File: config.mk
export PLATFORM = sky130hd
export DESIGN_NAME = fspi_engine
export DESIGN_NICKNAME = d
export VERILOG_FILES = /design/src/rtl/fspi_pkg.sv /design/src/rtl/fspi_prescaler.sv /design/src/rtl/fspi_sync.sv /design/src/rtl/fspi_shifter.sv /design/src/rtl/fspi_engine.sv
export SDC_FILE = /design/constraint.sdc
export NUM_CORES = 1
export LEC_CHECK = 0
export BUFFER_PORTS_ARGS = -buffer_cell sky130_fd_sc_hd__buf_2
export CAP_MARGIN = 15
export CORE_ASPECT_RATIO = 1.5
export CORE_MARGIN = 8
export CORE_UTILIZATION = 58
export CTS_BUF_LIST = sky130_fd_sc_hd__clkbuf_8
export CTS_CLUSTER_SIZE = 10
export DETAILED_ROUTE_END_ITERATION = 12
export PLACE_DENSITY_LB_ADDON = 0.05
export SLEW_MARGIN = 20
export SYNTH_ARGS = -nofsm -noshare
export SYNTH_HDL_FRONTEND = slang
export SYNTH_SLANG_ARGS = --single-unit
File: constraint.sdc
create_clock -name clk -period 2.8 [get_ports clk]
set_input_delay 0.28 -clock clk [delete_from_list [all_inputs] [get_ports clk]]
set_output_delay 0.28 -clock clk [all_outputs]
set_load 0.01 [all_outputs]
File: src/rtl/fspi_pkg.sv
package fspi_pkg;
  typedef enum logic [1:0] {
    ST_IDLE = 2'd0,
    ST_PRE  = 2'd1,
    ST_BITS = 2'd2
  } fspi_state_e;
endpackage

File: src/rtl/fspi_prescaler.sv
module fspi_prescaler #(
  parameter int DIV_W = 8
) (
  input  logic             clk,
  input  logic             rst_n,
  input  logic             run,
  input  logic [DIV_W-1:0] div,
  output logic             tick
);
  logic [DIV_W-1:0] cnt;
  logic [DIV_W-1:0] lim;

  assign lim  = (div == '0) ? DIV_W'(1) : div;
  assign tick = run && (cnt == lim - DIV_W'(1));

  always_ff @(posedge clk or negedge rst_n) begin
    if (!rst_n)       cnt <= '0;
    else if (!run)    cnt <= '0;
    else if (tick)    cnt <= '0;
    else              cnt <= cnt + DIV_W'(1);
  end
endmodule

File: src/rtl/fspi_sync.sv
module fspi_sync #(
  parameter int W = 3
) (
  input  logic         clk,
  input  logic         rst_n,
  input  logic [W-1:0] d,
  output logic [W-1:0] q
);
  for (genvar i = 0; i < W; i++) begin : g_bit
    logic s1, s2;
    always_ff @(posedge clk or negedge rst_n) begin
      if (!rst_n) begin
        s1 <= 1'b1;
        s2 <= 1'b1;
      end else begin
        s1 <= d[i];
        s2 <= s1;
      end
    end
    assign q[i] = s2;
  end
endmodule

File: src/rtl/fspi_shifter.sv
module fspi_shifter #(
  parameter int DATA_W = 8
) (
  input  logic              clk,
  input  logic              rst_n,
  input  logic              accept,
  input  logic [DATA_W-1:0] tx_word,
  input  logic              start,
  input  logic              rise,
  input  logic              shift,
  input  logic              finish,
  input  logic              sdi_bit,
  output logic              sdo,
  output logic              loaded,
  output logic [DATA_W-1:0] rx_word,
  output logic              rx_valid
);
  logic [DATA_W-1:0] shreg;
  logic [DATA_W-1:0] rxreg;

  always_ff @(posedge clk or negedge rst_n) begin
    if (!rst_n) begin
      shreg    <= '0;
      rxreg    <= '0;
      loaded   <= 1'b0;
      rx_word  <= '0;
      rx_valid <= 1'b0;
    end else begin
      if (start) begin
        loaded <= 1'b0;
        if (accept)       shreg <= tx_word;
        else if (!loaded) shreg <= '0;
      end else if (accept) begin
        shreg  <= tx_word;
        loaded <= 1'b1;
      end else if (shift) begin
        shreg <= {shreg[DATA_W-2:0], 1'b0};
      end
      if (rise) rxreg <= {rxreg[DATA_W-2:0], sdi_bit};
      rx_valid <= finish;
      if (finish) rx_word <= rxreg;
    end
  end

  assign sdo = shreg[DATA_W-1];


  rx_strobe_single_chk: assert property (@(posedge clk) disable iff (!rst_n)
    rx_valid |=> !rx_valid);
endmodule

File: src/rtl/fspi_engine.sv
module fspi_engine
  import fspi_pkg::*;
#(
  parameter int DATA_W = 8,
  parameter int DIV_W  = 8
) (
  input  logic              clk,
  input  logic              rst_n,
  input  logic              cfg_master,
  input  logic              cfg_frame_en,
  input  logic              cfg_sync_in,
  input  logic              cfg_pol,
  input  logic              cfg_coincide,
  input  logic [DIV_W-1:0]  cfg_div,
  input  logic [DATA_W-1:0] tx_data,
  input  logic              tx_valid,
  output logic              tx_ready,
  output logic [DATA_W-1:0] rx_data,
  output logic              rx_valid,
  output logic              sck_o,
  input  logic              sck_i,
  output logic              sdo,
  input  logic              sdi,
  output logic              ss_o,
  output logic              ss_oe,
  input  logic              ss_i
);
  localparam int CNT_W = (DATA_W > 1) ? $clog2(DATA_W) : 1;
  localparam logic [CNT_W-1:0] LAST = CNT_W'(DATA_W - 1);

  fspi_state_e      state;
  logic [CNT_W-1:0] bitcnt;
  logic             sck_q;
  logic             tick;
  logic             run;
  logic [2:0]       pins_s;
  logic             sck_s, ss_s, sdi_s;
  logic             sck_p, ss_p;
  logic             ev_rise, ev_fall;
  logic             ss_act_lvl, ss_edge;
  logic             drive_ss, use_pre, start;
  logic             loaded, accept;
  logic             in_bits, last_bit, shift, finish, rise;
  logic             pulse_on, abort;

  // pin synchronizers for the slave role
  fspi_sync #(.W(3)) u_sync (
    .clk   (clk),
    .rst_n (rst_n),
    .d     ({sdi, ss_i, sck_i}),
    .q     (pins_s)
  );
  assign sck_s = pins_s[0];
  assign ss_s  = pins_s[1];
  assign sdi_s = pins_s[2];

  always_ff @(posedge clk or negedge rst_n) begin
    if (!rst_n) begin
      sck_p <= 1'b1;
      ss_p  <= 1'b1;
    end else begin
      sck_p <= sck_s;
      ss_p  <= ss_s;
    end
  end

  // bit clock for the master role
  assign run = cfg_master && (state != ST_IDLE);

  fspi_prescaler #(.DIV_W(DIV_W)) u_presc (
    .clk   (clk),
    .rst_n (rst_n),
    .run   (run),
    .div   (cfg_div),
    .tick  (tick)
  );

  always_ff @(posedge clk or negedge rst_n) begin
    if (!rst_n)                  sck_q <= 1'b0;
    else if (state == ST_IDLE)   sck_q <= 1'b0;
    else if (tick)               sck_q <= ~sck_q;
  end

  assign ev_rise = cfg_master ? (tick && !sck_q) : (sck_s && !sck_p);
  assign ev_fall = cfg_master ? (tick && sck_q)  : (!sck_s && sck_p);

  // start conditions
  assign ss_act_lvl = cfg_frame_en ? cfg_pol : 1'b0;
  assign ss_edge    = (ss_s == ss_act_lvl) && (ss_p != ss_act_lvl);
  assign drive_ss   = cfg_master || (cfg_frame_en && !cfg_sync_in);
  assign use_pre    = cfg_frame_en && !cfg_coincide && drive_ss;
  assign start      = (state == ST_IDLE) && (drive_ss ? loaded : ss_edge);
  assign tx_ready   = (state == ST_IDLE) && !loaded;
  assign accept     = tx_valid && tx_ready;

  assign in_bits  = (state == ST_BITS);
  assign last_bit = (bitcnt == LAST);
  assign rise     = in_bits && ev_rise;
  assign shift    = in_bits && ev_fall && !last_bit;
  assign finish   = in_bits && ev_fall && last_bit;
  assign abort    = in_bits && !cfg_master && !cfg_frame_en && ss_s && !finish;

  always_ff @(posedge clk or negedge rst_n) begin
    if (!rst_n) begin
      state  <= ST_IDLE;
      bitcnt <= '0;
    end else begin
      unique case (state)
        ST_IDLE: begin
          if (start) begin
            state  <= use_pre ? ST_PRE : ST_BITS;
            bitcnt <= '0;
          end
        end
        ST_PRE: begin
          if (ev_fall) state <= ST_BITS;
        end
        ST_BITS: begin
          if (finish)     state <= ST_IDLE;
          else if (abort) state <= ST_IDLE;
          else if (shift) bitcnt <= bitcnt + CNT_W'(1);
        end
        default: state <= ST_IDLE;
      endcase
    end
  end

  fspi_shifter #(.DATA_W(DATA_W)) u_shift (
    .clk      (clk),
    .rst_n    (rst_n),
    .accept   (accept),
    .tx_word  (tx_data),
    .start    (start),
    .rise     (rise),
    .shift    (shift),
    .finish   (finish),
    .sdi_bit  (cfg_master ? sdi : sdi_s),
    .sdo      (sdo),
    .loaded   (loaded),
    .rx_word  (rx_data),
    .rx_valid (rx_valid)
  );

  // select line
  assign pulse_on = (state == ST_PRE) ||
                    (in_bits && (bitcnt == '0) && cfg_coincide && cfg_frame_en);
  assign ss_o  = cfg_frame_en ? (pulse_on ? cfg_pol : ~cfg_pol) : ~in_bits;
  assign ss_oe = drive_ss;
  assign sck_o = cfg_master && sck_q && in_bits;


  accept_drops_ready_chk: assert property (@(posedge clk) disable iff (!rst_n)
    (tx_valid && tx_ready) |=> !tx_ready);


  sck_on_tick_chk: assert property (@(posedge clk) disable iff (!rst_n)
    (cfg_master && !tick && state != ST_IDLE) |=> $stable(sck_o));


  lead_pulse_no_sck_chk: assert property (@(posedge clk) disable iff (!rst_n)
    (cfg_master && cfg_frame_en && !cfg_coincide && ss_o == cfg_pol) |-> !sck_o);


  plain_sck_selected_chk: assert property (@(posedge clk) disable iff (!rst_n)
    (cfg_master && !cfg_frame_en && sck_o) |-> !ss_o);
endmodule

==> run metrics, run 1 <==
cts hold-fix bufs 0; number of buffers added on ports 40; Critical Path AT between 2000 and 3000 ps; r2r startpoint u_presc.cnt[4]; Initial Util about three fifths; Tot Pwr slightly below 2 mW; Hold WC Path Type in2async; Highest Clock Rate a little under 400 MHz; first drt pass iteration count 4; Most used DFF post-synth dfrtp_1; Final Non-Filler Cells ~340; top cell family by delay on the critical path compound AO/OA/AOI/OAI gates; postcts setup bufs 0; crit-path cells buf_2, nor4_4, a21oi_1, ha_1, xnor2_1, a211oi_1, o21ai_1, nor4_4, buf_4, a41oi_4, buf_4, o32ai_1, a21oi_1; total core area between 4000 and 5000 um2; RSZ-0062 raised after global routing false; min cycle time layout 2570 ps; mapped cell area 2480 um2; PD cells approximately 640 nW/um2; Vias per Instance 5.65; root buffer cell clkbuf_8; Seq/Total Area, Yosys just under 50%; Setup WS pre-CTS -156 ps; initial antenna violation count 0; final worst-path cycle share 91.6%; CTS-repair resized insts 0; vias in the first global route between 1.5k and 2k; I/O pins 41; worst-margin pin slew about 600 ps; Ys Warns 0; peak supply drop 0.486 mV; Nets 320; Placer Congestion ~0.87; Crit. End Element flop; Yosys cell types 45; first-pass GRT wire length ~9 mm; dpl cells between 300 and 400; Worst-path clk slew approximately 90 ps; startpoint types input port; Detailed Route WL 5.28 mm; drt initial violations 55; CP Data Required Time roughly 3000 ps; Cells after Synth approximately 230; total track usage 16.5%; DRT antenna net count 0; CTS sink count 48; failing checks negative hold slack; die width slightly below 70 um; setup TNS 0 ps; leading cell type in the layout, fill and taps excluded dfrtp_1; async set-or-reset flop fraction in the synthesized netlist 100%; reg2reg setup slack about 500 ps; crit path kind in2reg; Syn Area/Cell between 10 and 15 um2; fin area roughly 3000 um2; Max stage delay on crit path about 320 ps; CTS max path bufs 2; CP max FO 4; Post-Route Skew ~9.5 ps; Reg2Reg Depth 9; # rows 29; # DRC 0; total number of vias around 1.9k; Setup-failing EPs final 0; reg2reg end u_shift.rx_word[0]; Hold Violations, Final 40; ant diodes 0; commonest non-fill, non-tap cells in the layout dfrtp_1 (40), buf_2 (39), buf_4 (19); slew margin rel. between 60% and 70%; Chip Height just under 100 um; post-synth net total around 260; Layout area overhead 20.5%; CTS tree yes; Critical-path top delay cell ha_1; Routed WL per cell roughly 16 um; register bit count reported by yosys 48; fin worst setup slack between 200 and 250 ps; largest net degree at the start of global routing 49; Skew-Pair Late Insertion Delay approximately 300 ps; max cap viols 0; # fillers 334; die footprint 6680 um2; fin util 71.8%; layout cells sized above 1 between 30% and 40%; Hold Slack -28.3 ps; Leak about 1.4 nW; Final Max Tran Viols 0; total CTS buffers 5; Area after DPL 2890 um2; Critical path origin cfg_div[3]; GRT overflow 0; EDFF count, synth 0; H-tree levels 2; outcome finished, violations left; hpwl dp 4.10 mm; CP Buf/Inv Count 3
[state kept, by name, summed over array words and instances (netlist names)]
name,cells
bitcnt,3
sck_p,1
sck_q,1
ss_p,1
state,2
u_presc.cnt,8
u_shift.loaded,1
u_shift.rx_valid,1
u_shift.rx_word,8
u_shift.rxreg,8
u_shift.shreg,8
u_sync.g_bit.s1,3
u_sync.g_bit.s2,3
[synthesized netlist by cell type (3+ instances only)]
cell type,instances,share of area [%]
a21oi_1,13,2.6
a221o_1,4,1.6
and2_1,3,0.76
and3_1,8,2.0
clkbuf_1,3,0.45
dfrtp_1,40,40
dfstp_2,8,8.5
ha_1,5,2.5
inv_1,10,1.5
mux2_2,17,7.7
mux2i_1,5,2.0
nand2_1,14,2.1
nand2b_1,7,1.8
nand3_1,5,1.0
nor2_1,13,2.0
nor2b_1,6,1.5
nor3_1,3,0.60
nor4_1,4,1.0
o21ai_0,10,2.0
o32ai_1,3,1.1
xnor2_1,6,2.1
xor2_1,9,3.2
[cell type report]
class | count | area (um2) | share of cell area [%]
multi-input combinational | 164 | 1240 | 41.3
clock inverter | 3 | 25.0 | 0.836
sequential | 48 | 1210 | 40.5
tap | 46 | 57.6 | 1.92
inverter | 10 | 37.5 | 1.25
clock buffer | 5 | 68.8 | 2.30
timing repair buffer | 59 | 358 | 12.0
[where the power goes]
part           internal, mW  leakage, nW  switching (mW)
clock network         0.182       0.0452           0.243
registers             0.832        0.615           0.114
logic                 0.264        0.768           0.295
[routing by layer]
metal | GRT usage (%) | wire (um) | vias up
met1 | 16.9 | 2110 | 913
li1 | - | - | 935
met4 | 5.83 | 83 | 0
met2 | 31.8 | 2870 | 36
met3 | 4.23 | 206 | 8
met5 | 0 | 0 | -
[cells by family (layout without fill, tap and decap cells)]
family                   after synthesis  count (layout)  share of synthesized area, %
AO/OA/AOI/OAI                         50              50                          15.3
adder cells (fa/ha/maj)                5               5                          2.52
flip-flops                            48              48                          48.7
buffers and inverters                 14              77                          2.17
AND/OR/NAND/NOR                       72              72                          16.3
multiplexers                          22              22                          9.72
XOR/XNOR                              15              15                          5.29
[worst max-delay path by stage]
stage	to	depth (start not counted)
finish	u_shift.shreg[5]	13
global route	u_shift.shreg[6]	13
CTS	u_shift.rxreg[7]	11
detailed placement	u_shift.shreg[2]	12
global placement	u_shift.rxreg[2]	11
floorplan	u_shift.rxreg[0]	10
Note: power is estimated with default switching activity, not from simulation.
==> run 2: changes to the inputs <==
==> constraint.sdc (replaced) <==
create_clock -name clk -period 2.56 [get_ports clk]
set_input_delay 0.256 -clock clk [delete_from_list [all_inputs] [get_ports clk]]
set_output_delay 0.256 -clock clk [all_outputs]
set_load 0.01 [all_outputs]
==> run 2 against run 1 <==
Net effect: the run now ends clean; cell count rose by 1.2%; clock skew down 4.0 ps; global-route usage is 0.055 points lower; sequential cell count is the same; core utilization rose by 3.6 points; via count is 1.0% higher; largest power group unchanged; sequential share of layout area down 1.9 points; critical path depth shrank 1; first-iteration DRC count is 53% higher; combinational power grew 20%; count of clock-buffer cells in the layout unchanged; clock power increased by 54%.
==> run metrics, run 2 (synthesis gave the netlist of run 1 again) <==
outcome finished, final reports clean; slew margin rel. between 60% and 70%; DRT antenna net count 0; Tot Pwr about 2.4 mW; total core area about 4200 um2; Clk pwr share ~28%; die width just under 70 um; commonest non-fill, non-tap cells in the layout dfrtp_1 (40), buf_2 (38), buf_4 (21); CTS max path bufs 2; ant diodes 0; switch share a little under a third; total track usage approximately 16%; Initial Util 59.6%; first-pass GRT wire length between 9 and 10 mm; H-tree levels 2; Chip Height between 90 and 100 um; leading cell type in the layout, fill and taps excluded dfrtp_1; Setup-failing EPs final 0; hpwl dp 3.99 mm; RSZ-0062 raised after global routing true; root buffer cell clkbuf_8; Nets 324; drt initial violations 84; Max stage delay on crit path roughly 330 ps; top cell family by delay on the critical path compound AO/OA/AOI/OAI gates; Critical Path AT approximately 2700 ps; CP Buf/Inv Count 2; Post-Route Skew between 5 and 6 ps; peak supply drop around 0.71 mV; Detailed Route WL ~5.5 mm; crit-path cells buf_8, nor4_4, a21oi_2, ha_1, xnor2_2, a211oi_2, o21ai_2, nor4_4, buf_4, a41oi_4, o21ba_4, a221o_1; combinational share of power around 28%; Crit. End Element flop; Worst-path clk slew 90 ps; number of buffers added on ports 40; max cap viols 0; CP Data Required Time approximately 2800 ps; CTS sink count 48; Final Non-Filler Cells around 340; first drt pass iteration count 4; largest net degree at the start of global routing 22; initial antenna violation count 0; dpl cells 328; Hold Slack 45.2 ps; Skew-Pair Late Insertion Delay approximately 300 ps; Leak about 1.5 nW; startpoint types input port; min cycle time layout 2530 ps; Psw roughly 730 uW; # fillers 300; internal power between 1.5 and 2 mW; worst-margin pin slew just under 500 ps; Hold Violations, Final 0; layout cells sized above 1 38.2%; Critical-path top delay cell ha_1; Placer Congestion approximately 0.86; CTS tree yes; final worst-path cycle share between 90% and 100%; # DRC 0; Seq pwr share around 44%; setup TNS 0 ps; Layout area overhead 26.6%; Vias per Instance between 5 and 6; total CTS buffers 5; total number of vias around 1.9k; GRT overflow 0; crit path kind in2reg; Hold WC Path Type in2reg; I/O pins 41; PD cells 753 nW/um2; Final Max Tran Viols 0; # rows 29; Routed WL per cell about 16 um; die footprint 6680 um2; CP dominant cell by count nor4_4; Highest Clock Rate about 390 MHz; fin util between 70% and 80%; vias in the first global route ~2.0k; CP max FO 7
==> run 2: power by group through the flow <==
stage / registers [mW] / clock network (mW) / logic, mW
after floorplan: 1.01 / 0 / 0.445
after global placement: 1.04 / 0 / 0.609
after detailed placement: 1.05 / 0 / 0.617
after CTS: 1.03 / 0.669 / 0.625
after global routing: 1.06 / 0.686 / 0.748
final: 1.04 / 0.656 / 0.671
==> run 2: timing repair <==
item	4_1_cts	5_1_grt
hold endpoints to repair	9	0
resized for setup	0	18
setup buffers	0	2
setup endpoints to repair	0	29
hold buffers	1	0
==> run 2: final cells by class <==
cell class	count	area, um2	share of cell area [%]
inverter	10	37.5	1.19
multi-input combinational	164	1300	41.2
timing repair buffer	63	404	12.8
sequential	48	1210	38.5
clock buffer	5	68.8	2.19
clock inverter	3	68.8	2.19
tap	46	57.6	1.83
==> run 2: path summary, 6_finish.rpt <==
path	endpoint	cells after the start	slack (ps)	startpoint
setup / recovery	u_shift.shreg[1]	12	30	cfg_div[3]
hold / removal	u_sync.g_bit[1].s1	1	50	ss_i
setup reg to reg	u_shift.rx_word[5]	8	230	u_presc.cnt[4]
hold reg to reg	u_sync.g_bit[1].s2	0	360	u_sync.g_bit[1].s1
max in group asynchronous	ss_p	3	1560	rst_n
min in group asynchronous	u_presc.cnt[5]	2	350	rst_n
==> run 2: layer usage <==
layer / up-vias / part of all wire (%) / global-route usage [%]
met3: 8 / 3.9 / 4.02
met4: 0 / 1.6 / 6.52
met5: - / 0 / 0
li1: 942 / - / -
met1: 923 / 42 / 18.0
met2: 38 / 53 / 30.0
==> run 2: stage by stage <==
step | worst slack, ps | instance area [um2]
6_report | 26.8 | 3150
4_1_cts | 42.3 | 3040
3_5_place_dp | -277 | 2900
2_1_floorplan | -133 | 2500
5_1_grt | -165 | 3150
3_3_place_gp | -270 | 2900
==> run 2: worst reg2reg max path: stages (launching register included) <==
cell and delay (ps):
dfrtp_1 420, xor2_1 310, a21oi_1 110, o2bb2ai_1 260, nor4_4 60, buf_4 160
and3_1 210, o21ai_4 320, mux2_2 380
==> run 3: changes to the inputs <==
--- a/config.mk
+++ b/config.mk
@@ -9,7 +9,7 @@
 export CAP_MARGIN = 15
 export CORE_ASPECT_RATIO = 1.5
 export CORE_MARGIN = 8
-export CORE_UTILIZATION = 58
+export CORE_UTILIZATION = 55
 export CTS_BUF_LIST = sky130_fd_sc_hd__clkbuf_8
 export CTS_CLUSTER_SIZE = 10
 export DETAILED_ROUTE_END_ITERATION = 12
==> run 3 against run 2 <==
Net effect: die area is 4.4% higher; non-clock buffer count increased by 6; via count up 2.8%; total power is 3.8% lower; sequential power hardly changed; maximum frequency is 2.0% higher; count of clock-buffer cells in the layout unchanged; highest routed layer unchanged.
==> run metrics, run 3 (synthesis gave the netlist of run 1 again) <==
outcome finished, final reports clean; CP dominant cell by count nor4_4; Leak 1.52 nW; Vias per Instance 5.66; area of the multi-input gates 1270 um2; layout cells sized above 1 between 30% and 40%; crit path kind in2reg; Top Usage Layer GRT met2; CTS sink count 48; Placer Congestion approximately 0.88; ant diodes 0; Post-Route Skew 8.64 ps; Critical Path AT 2680 ps; worst-margin pin slew between 500 and 600 ps; first drt pass iteration count 7; Highest Clock Rate slightly above 400 MHz; Initial Util a little under three fifths; Detailed Route WL approximately 5.7 mm; initial antenna violation count 0; total CTS buffers 5; first-pass GRT wire length 9.37 mm; largest net degree at the start of global routing 47; Skew-Pair Late Insertion Delay about 300 ps; die footprint roughly 7000 um2; final worst-path cycle share a little over nine tenths; met1 usage 16.4%; DRT antenna net count 0; total core area around 4400 um2; Layout area overhead 26.8%; Hold Violations, Final 0; drt initial violations approximately 130; CP Data Required Time between 2000 and 3000 ps; internal power 1.56 mW; RSZ-0062 raised after global routing true; leading cell type in the layout, fill and taps excluded dfrtp_1; total number of vias around 2.0k; Final Max Tran Viols 0; crit-path cells buf_6, nor4_4, a21oi_2, ha_1, xnor2_1, a211oi_1, o21ai_1, nor4_4, buf_4, a41oi_4, o21ba_4, a221o_1; fin area approximately 3200 um2; Max stage delay on crit path ~310 ps; met2 Use GR between 30% and 40%; number of buffers added on ports 40; Clk pwr share between 20% and 30%; Chip Height slightly below 100 um; Reg area approximately 1200 um2; peak supply drop ~0.49 mV; hpwl dp 4.28 mm; Crit. End Element flop; Setup-failing EPs final 0; GRT overflow 0; Psw 723 uW; CP max FO 7; slew margin rel. about 63%; total track usage between 10% and 20%; I/O pins 41; PD cells between 700 and 800 nW/um2; commonest non-fill, non-tap cells in the layout dfrtp_1 (40), buf_2 (37), buf_4 (26); # DRC 0; # rows 30; Nets 330; Worst-path clk slew 100 ps; Critical-path top delay cell ha_1; die width ~70 um; Seq pwr share between 40% and 50%; CTS tree yes; # fillers 347; Global Route met3 Usage between 3 and 4%; combinational share of power between 20% and 30%; Hold WC Path Type in2reg; startpoint types input port; Area after DPL roughly 2900 um2; max cap viols 0; vias in the first global route 2065; CTS max path bufs 2; H-tree levels 2; Routed WL per cell between 15 and 20 um; fin util between 70% and 80%; root buffer cell clkbuf_8; switch share about a third; min cycle time layout around 2500 ps
-- run 3: repair_timing --
action                     4_1_cts  5_1_grt
setup endpoints to repair       13       28
setup buffers                    3        5
hold buffers                     0        1
pin swaps                        2        4
hold endpoints to repair         0       31
resized for setup                0       14
-- run 3: path summary, 6_finish.rpt --
| kind | start | to | slack (ps) | cells after the start |
|---|---|---|---|---|
| min in group asynchronous | rst_n | u_shift.shreg[3] | 460 | 2 |
| hold / removal | sck_i | u_sync.g_bit[0].s1 | 50 | 1 |
| setup / recovery | cfg_div[4] | u_shift.shreg[1] | 80 | 12 |
| setup reg to reg | u_presc.cnt[6] | u_shift.shreg[1] | 300 | 8 |
| hold reg to reg | u_sync.g_bit[0].s1 | u_sync.g_bit[0].s2 | 360 | 0 |
| max in group asynchronous | rst_n | u_sync.g_bit[1].s2 | 1510 | 3 |
-- run 3: worst max-delay path, delay by kind of cell --
| kind | cells | cell delay [ps] |
|---|---|---|
| compound gates | 6 | 1150 |
| xor+xnor | 1 | 130 |
| fa+ha+maj | 1 | 310 |
| buf+inv | 2 | 270 |
| simple gates | 2 | 570 |
-- run 3: layout make-up --
cell class,count,area share (%)
multi-input combinational,164,40.3
sequential,48,38.4
timing repair buffer,69,14.5
clock buffer,5,2.18
tap,48,1.91
clock inverter,3,1.59
inverter,10,1.19
-- run 3: metrics by stage --
step,setup slack [ps],setup TNS (ps),total power [mW],cells,hold WS [ps]
after floorplan,-133,-1230,1.46,226,-39.6
after global placement,-335,-7820,1.66,330,347
after detailed placement,-366,-8750,1.67,330,349
after CTS,58.6,0,2.25,341,42.0
after global routing,-80.2,-574,2.42,347,36.2
final,77.5,0,2.28,347,46.9
-- run 3: layer usage --
metal | wire length (um) | up-vias
met3 | 248 | 12
li1 | - | 952
met1 | 2230 | 955
met5 | 0 | -
met2 | 3000 | 46
met4 | 165 | 0
-- run 3: power by group through the flow --
stage               Combinational (mW)  Clock, mW  Sequential [mW]
finish                           0.676      0.569             1.04
global route                     0.758      0.602             1.06
CTS                              0.636      0.583             1.03
detailed placement               0.628          0             1.05
global placement                 0.616          0             1.04
floorplan                        0.445          0             1.01
